--- config.mk ---
export PLATFORM = sky130hd
export DESIGN_NAME = cfg_space_regs
export DESIGN_NICKNAME = d
export VERILOG_FILES = /design/src/rtl/cfg_space_regs.sv
export SDC_FILE = /design/constraint.sdc
export NUM_CORES = 2
export LEC_CHECK = 0
export BUFFER_PORTS_ARGS = -buffer_cell sky130_fd_sc_hd__buf_2
export CORE_UTILIZATION = 60
export CTS_BUF_LIST = sky130_fd_sc_hd__clkbuf_16
export DETAILED_ROUTE_END_ITERATION = 16
export PLACE_DENSITY = 0.76
export SYNTH_ARGS = -nofsm -noshare
export SYNTH_HDL_FRONTEND = slang
export SYNTH_SLANG_ARGS = --single-unit
--- constraint.sdc ---
create_clock -name clk -period 4.1 [get_ports clk]
set_input_delay 0.41 -clock clk [delete_from_list [all_inputs] [get_ports clk]]
set_output_delay 0.41 -clock clk [all_outputs]
set_load 0.005 [all_outputs]
--- src/rtl/cfg_space_regs.sv ---
module cfg_space_regs #(
  parameter int          OFFW       = 10,
  parameter int          IDXW       = 8,
  parameter logic [15:0] VEN_ID     = 16'h1AB0,
  parameter logic [15:0] DEV_ID     = 16'h7C21,
  parameter logic [7:0]  CLASS_C    = 8'h04,
  parameter logic [7:0]  SUBCLASS_C = 8'h01,
  parameter logic [7:0]  PROG_IF    = 8'h5A,
  parameter logic [15:0] SUB_VEN_ID = 16'h3E11,
  parameter logic [15:0] SUB_ID     = 16'h0042,
  parameter bit          IS_BRIDGE  = 1'b0,
  parameter bit          HAS_CAP    = 1'b1,
  parameter logic [7:0]  CAP_ID     = 8'h09,
  parameter logic [11:0] BAR_KIND   = 12'b00_00_11_00_10_01,
  parameter logic [35:0] BAR_LOG2   = {6'd0, 6'd0, 6'd5, 6'd0, 6'd20, 6'd12},
  parameter logic [5:0]  BAR_PREF   = 6'b000010
) (
  input  logic            clk,
  input  logic            rst,
  input  logic            wr_en,
  input  logic [OFFW-1:0] wr_off,
  input  logic [1:0]      wr_size,
  input  logic [31:0]     wr_data,
  input  logic            rd_en,
  input  logic [IDXW-1:0] rd_idx,
  output logic [31:0]     rd_data
);
  localparam int NREG    = 64;
  localparam int NBAR    = 6;
  localparam int BAR0    = 4;
  localparam int CAP_OFS = 'h40;
  typedef logic [NREG-1:0][31:0] tbl_t;

  function automatic tbl_t build_init();
    tbl_t t = '0;
    t[0]  = {DEV_ID, VEN_ID};
    t[1]  = HAS_CAP ? 32'h0010_0000 : 32'h0;
    t[2]  = {CLASS_C, SUBCLASS_C, PROG_IF, 8'h00};
    t[3]  = IS_BRIDGE ? 32'h0001_0000 : 32'h0;
    t[11] = {SUB_ID, SUB_VEN_ID};
    if (HAS_CAP) begin
      t[13] = 32'(CAP_OFS);
      t[CAP_OFS/4] = {24'h0, CAP_ID};
    end
    for (int i = 0; i < NBAR; i++)
      case (BAR_KIND[2*i +: 2])
        2'd1: t[BAR0+i] = {28'h0, BAR_PREF[i], 3'b000};
        2'd2: t[BAR0+i] = {28'h0, BAR_PREF[i], 3'b100};
        2'd3: t[BAR0+i] = 32'h1;
        default: ;
      endcase
    return t;
  endfunction

  function automatic tbl_t build_mask();
    tbl_t t = '0;
    logic [63:0] sz, hi;
    t[1]  = 32'h0000_FFFF;
    t[3]  = 32'h0000_00FF;
    t[15] = IS_BRIDGE ? 32'hFFFF_00FF : 32'h0000_00FF;
    if (IS_BRIDGE) t[9] = 32'hFFF0_FFF0;
    for (int i = 0; i < NBAR; i++) begin
      sz = 64'd1 << BAR_LOG2[6*i +: 6];
      hi = ~((sz >> 32) - 64'd1);
      case (BAR_KIND[2*i +: 2])
        2'd1: t[BAR0+i] = ~sz[31:0] + 32'd1 & 32'hFFFF_FFF0;
        2'd2: begin
          t[BAR0+i] = ~sz[31:0] + 32'd1 & 32'hFFFF_FFF0;
          if (i < NBAR-1) t[BAR0+i+1] = hi[31:0];
        end
        2'd3: t[BAR0+i] = ~sz[31:0] + 32'd1 & 32'hFFFF_FFFC;
        default: ;
      endcase
    end
    return t;
  endfunction

  localparam tbl_t INIT = build_init();
  localparam tbl_t MASK = build_mask();

  tbl_t        regs;
  logic [31:0] lane_m, wmask, wshift;
  logic [5:0]  wr_idx;
  logic        in_rng;

  assign wr_idx = wr_off[7:2];
  assign in_rng = (wr_off[OFFW-1:8] == '0);
  assign wshift = wr_data << {wr_off[1:0], 3'b000};
  assign wmask  = lane_m & MASK[wr_idx];

  always_comb begin
    case (wr_size)
      2'd0:    lane_m = 32'h0000_00FF << {wr_off[1:0], 3'b000};
      2'd1:    lane_m = wr_off[0] ? 32'h0 : 32'h0000_FFFF << {wr_off[1:0], 3'b000};
      2'd2:    lane_m = (wr_off[1:0] == 2'b00) ? 32'hFFFF_FFFF : 32'h0;
      default: lane_m = 32'h0;
    endcase
  end

  always_ff @(posedge clk) begin
    if (rst) regs <= INIT;
    else if (wr_en && in_rng)
      regs[wr_idx] <= (regs[wr_idx] & ~wmask) | (wshift & wmask);
  end

  always_ff @(posedge clk) begin
    if (rst) rd_data <= '0;
    else if (rd_en)
      rd_data <= (rd_idx < IDXW'(NREG)) ? regs[rd_idx[5:0]] : 32'hFFFF_FFFF;
  end


  oor_read_chk: assert property (@(posedge clk) disable iff (rst)
    rd_en && rd_idx >= IDXW'(NREG) |=> rd_data == 32'hFFFF_FFFF);

  rd_hold_chk: assert property (@(posedge clk) disable iff (rst)
    !rd_en |=> $stable(rd_data));

  id_read_chk: assert property (@(posedge clk) disable iff (rst)
    rd_en && rd_idx == '0 |=> rd_data == {DEV_ID, VEN_ID});

  odd_half_chk: assert property (@(posedge clk) disable iff (rst)
    wr_en && wr_size == 2'd1 && wr_off[0] |=> $stable(regs));

  for (genvar g = 0; g < NBAR; g++) begin : g_bar_chk
    if (BAR_KIND[2*g +: 2] != 2'd0) begin : g_used

      bar_type_chk: assert property (@(posedge clk) disable iff (rst)
        rd_en && rd_idx == IDXW'(BAR0+g) |=> rd_data[3:0] == INIT[BAR0+g][3:0]);
    end
  end
endmodule

==> impl_metrics.json <==
{
  "status": "finished with violations",
  "violations": "max-capacitance violations, max-slew violations",
  "rows": 141,
  "fmax_mhz": 271,
  "dp_hpwl_mm": 201,
  "arrival_ns": 4.44,
  "yosysTopAreaCell": "dfxtp_1",
  "die_area_mm2": 0.152,
  "drt_iter0_markers": 10700,
  "syn_area_mm2": 0.0901,
  "routed_wl_mm": 315,
  "hold_start": "rst",
  "ctsResizeCount": 0,
  "port_buffers": 87,
  "period_share": 0.900,
  "setup_viol": 0,
  "dr_wl_met3_mm": 42.8,
  "track_usage": 0.404,
  "final_cell_area_mm2": 0.0995,
  "post-cts-setup-buffer-count": 0,
  "intPower_mw": 30.8,
  "yosysWarnings": 0,
  "met1_length_mm": 118,
  "ctsLongestPathBuffers": 3,
  "crit_required_ns": 4.85,
  "ios": 88,
  "die_h_um": 390,
  "route.met2.wl_mm": 131,
  "grt_pass1_vias": 69100,
  "fillerInstances": 11200,
  "finalMaxSlewViolations": 13,
  "reg2reg_from": "regs[482]",
  "synth_top_area_frac": 0.462,
  "antenna_found_initial": 20,
  "ys_seq_area_frac": 0.462,
  "drtPass1Iterations": 9,
  "wl_per_cell_um": 30.1,
  "overflow": 0,
  "crit_slowest_cell": "nor2_1",
  "synth_edf_count": 0,
  "tns_ns": 0,
  "syn_to_final_growth_pct": 10.4,
  "cts_sinks": 2080,
  "grt_pass1_wl_mm": 461,
  "initial_core_util": 0.607,
  "critPathMaxFanout": 20,
  "combPwrFrac": 0.081,
  "clock_latency_ns": 0.84,
  "antenna_left": 0,
  "crit_start": "wr_off[5]",
  "switching_share": 0.254,
  "clockRootBuffer": "clkbuf_16",
  "clkTransAtPathRegs_ns": 0.06,
  "peakVddDrop_mv": 0.440,
  "viasPerCell": 6.94,
  "vias": 72600,
  "ys_types": 89,
  "p_leak_nw": 37.2,
  "ys_ff_latch": 2080,
  "die_w_um": 390,
  "gp_congestion": 1.01,
  "synthTopCellsByArea": "dfxtp_1, nor2b_1, mux4_2, mux2i_1, a221oi_1",
  "remaining_drc_errors": 0,
  "synth_cells": 8398,
  "p_sw_mw": 10.5,
  "cts_tree": "done",
  "seq_power_share": 0.492,
  "critPathMaxStageDelay_ns": 1.29,
  "criticalPathCategory": "in -> reg",
  "skew_ns": 0.0322,
  "synthFlopType": "dfxtp_1",
  "power_frac_clock": 0.427,
  "dpl_cell_area_mm2": 0.0933,
  "p_per_area_mw_per_mm2": 415,
  "syn-mean-instance-area_um2": 10.7,
  "worst_hold_slack_ns": 0.0710,
  "crit_path_start_kind": "input pin",
  "hold_path.class": "in -> reg",
  "max_slew_margin": -0.0837,
  "async_flop_share": 0,
  "synth_fp_nets": 8457,
  "numCtsBuffers": 199,
  "finalHoldViolations": 0,
  "rsz0062_at_grt": "false",
  "grt_start_max_net_pins": 274,
  "yosysMostFrequentCell": "dfxtp_1",
  "cap_violations": 2,
  "postCtsHoldBufs": 0,
  "endpoint_kind": "flip-flop",
  "synthTopCellsByCount": "dfxtp_1, nor2b_1, mux2i_1, clkbuf_1, mux4_2",
  "core_mm2": 0.148,
  "path_cells": "buf_2, or3b_2, nor2_1, a22oi_1, nand4_1, nor4_1, or3_1, o21ai_0",
  "finalNetCount": 8350,
  "period_needed_ns": 3.69,
  "htree_levels": 4,
  "drive_gt1_frac": 0.161,
  "top_layer": "met5",
  "tightestPinTransition_ns": 1.62
}
## critical path: cells and delay by family
| kind | cells | cell delay [ns] |
|---|---|---|
| simple gates | 5 | 2.93 |
| compound gates | 2 | 0.73 |
| buf+inv | 1 | 0.35 |
## through the flow
step	util	std cells	worst slack, ns	power, mW
finish	0.671	10500	0.411	41.3
global route	0.670	10500	0.725	42.1
CTS	0.670	10500	0.897	41.1
detailed placement	0.629	10100	0.0840	23.9
global placement	0.629	10100	0.0504	23.9
floorplan	-	8398	1.16	22.6
## cell type report
class,count,area [um^2],share of cell area
multi-input cells,5547,44900,0.452
flip-flops and latches,2080,41600,0.419
clock buffers,204,5100,0.0513
repair buffers,448,4180,0.0420
well taps,2002,2500,0.0252
clock inverters,162,1010,0.0101
inverters,15,71.3,0.000717
diodes,11,27.5,0.000277
## cells in the final DEF (no fill, tap or decap), drive strengths merged, types with 16 or more instances in the layout
master,count
a22o,52
nor3,94
a222oi,18
o31ai,27
a211oi,47
clkinv,103
o21ai,203
o211ai,23
nand4,16
nand3,110
mux2i,648
nor2,293
and3,36
a221oi,253
o32ai,20
nor2b,1836
a21oi,239
dfxtp,2080
nor4,37
nand2,213
a2111oi,16
a31oi,23
o221ai,201
a22oi,98
a31o,26
buf,447
o22ai,211
a221o,57
mux4,407
inv,62
mux2,132
o2bb2ai,20
clkbuf,205
or2,35
## cell families (layout without fill, tap and decap cells)
kind of cell	count (synthesis)	after routing	synth area share
simple gates	2730	2730	0.174
flops	2080	2080	0.462
xor+xnor	2	2	0.000194
compound gates	1625	1625	0.132
fa+ha+maj	3	3	0.000417
mux	1187	1187	0.190
buf+inv	771	829	0.0404
other cells	0	11	0
## layer usage
metal	vias to the layer above	global-route usage
met5	-	0
met1	35500	0.526
li1	30600	-
met3	1324	0.132
met4	22	0.250
met2	5220	0.581
## final timing paths
kind,cells after the start,slack [ns],to
hold / removal,2,0.07,regs[1046]
setup / recovery,8,0.41,regs[418]
setup reg to reg,6,1.01,regs[418]
hold reg to reg,1,0.46,regs[1631]
## power groups by stage
stage | sequential, mW | combinational, mW | clock [mW]
3_5_place_dp | 20.7 | 3.18 | 0
5_1_grt | 20.3 | 3.36 | 18.5
4_1_cts | 20.3 | 3.19 | 17.6
6_report | 20.3 | 3.33 | 17.6
2_1_floorplan | 20.7 | 1.88 | 0
3_3_place_gp | 20.7 | 3.16 | 0
## state kept, by name, summed over array words and instances (netlist names)
signal and cells:
regs 2048, rd_data 32
No activity file was read; power rests on OpenSTA's default activity.
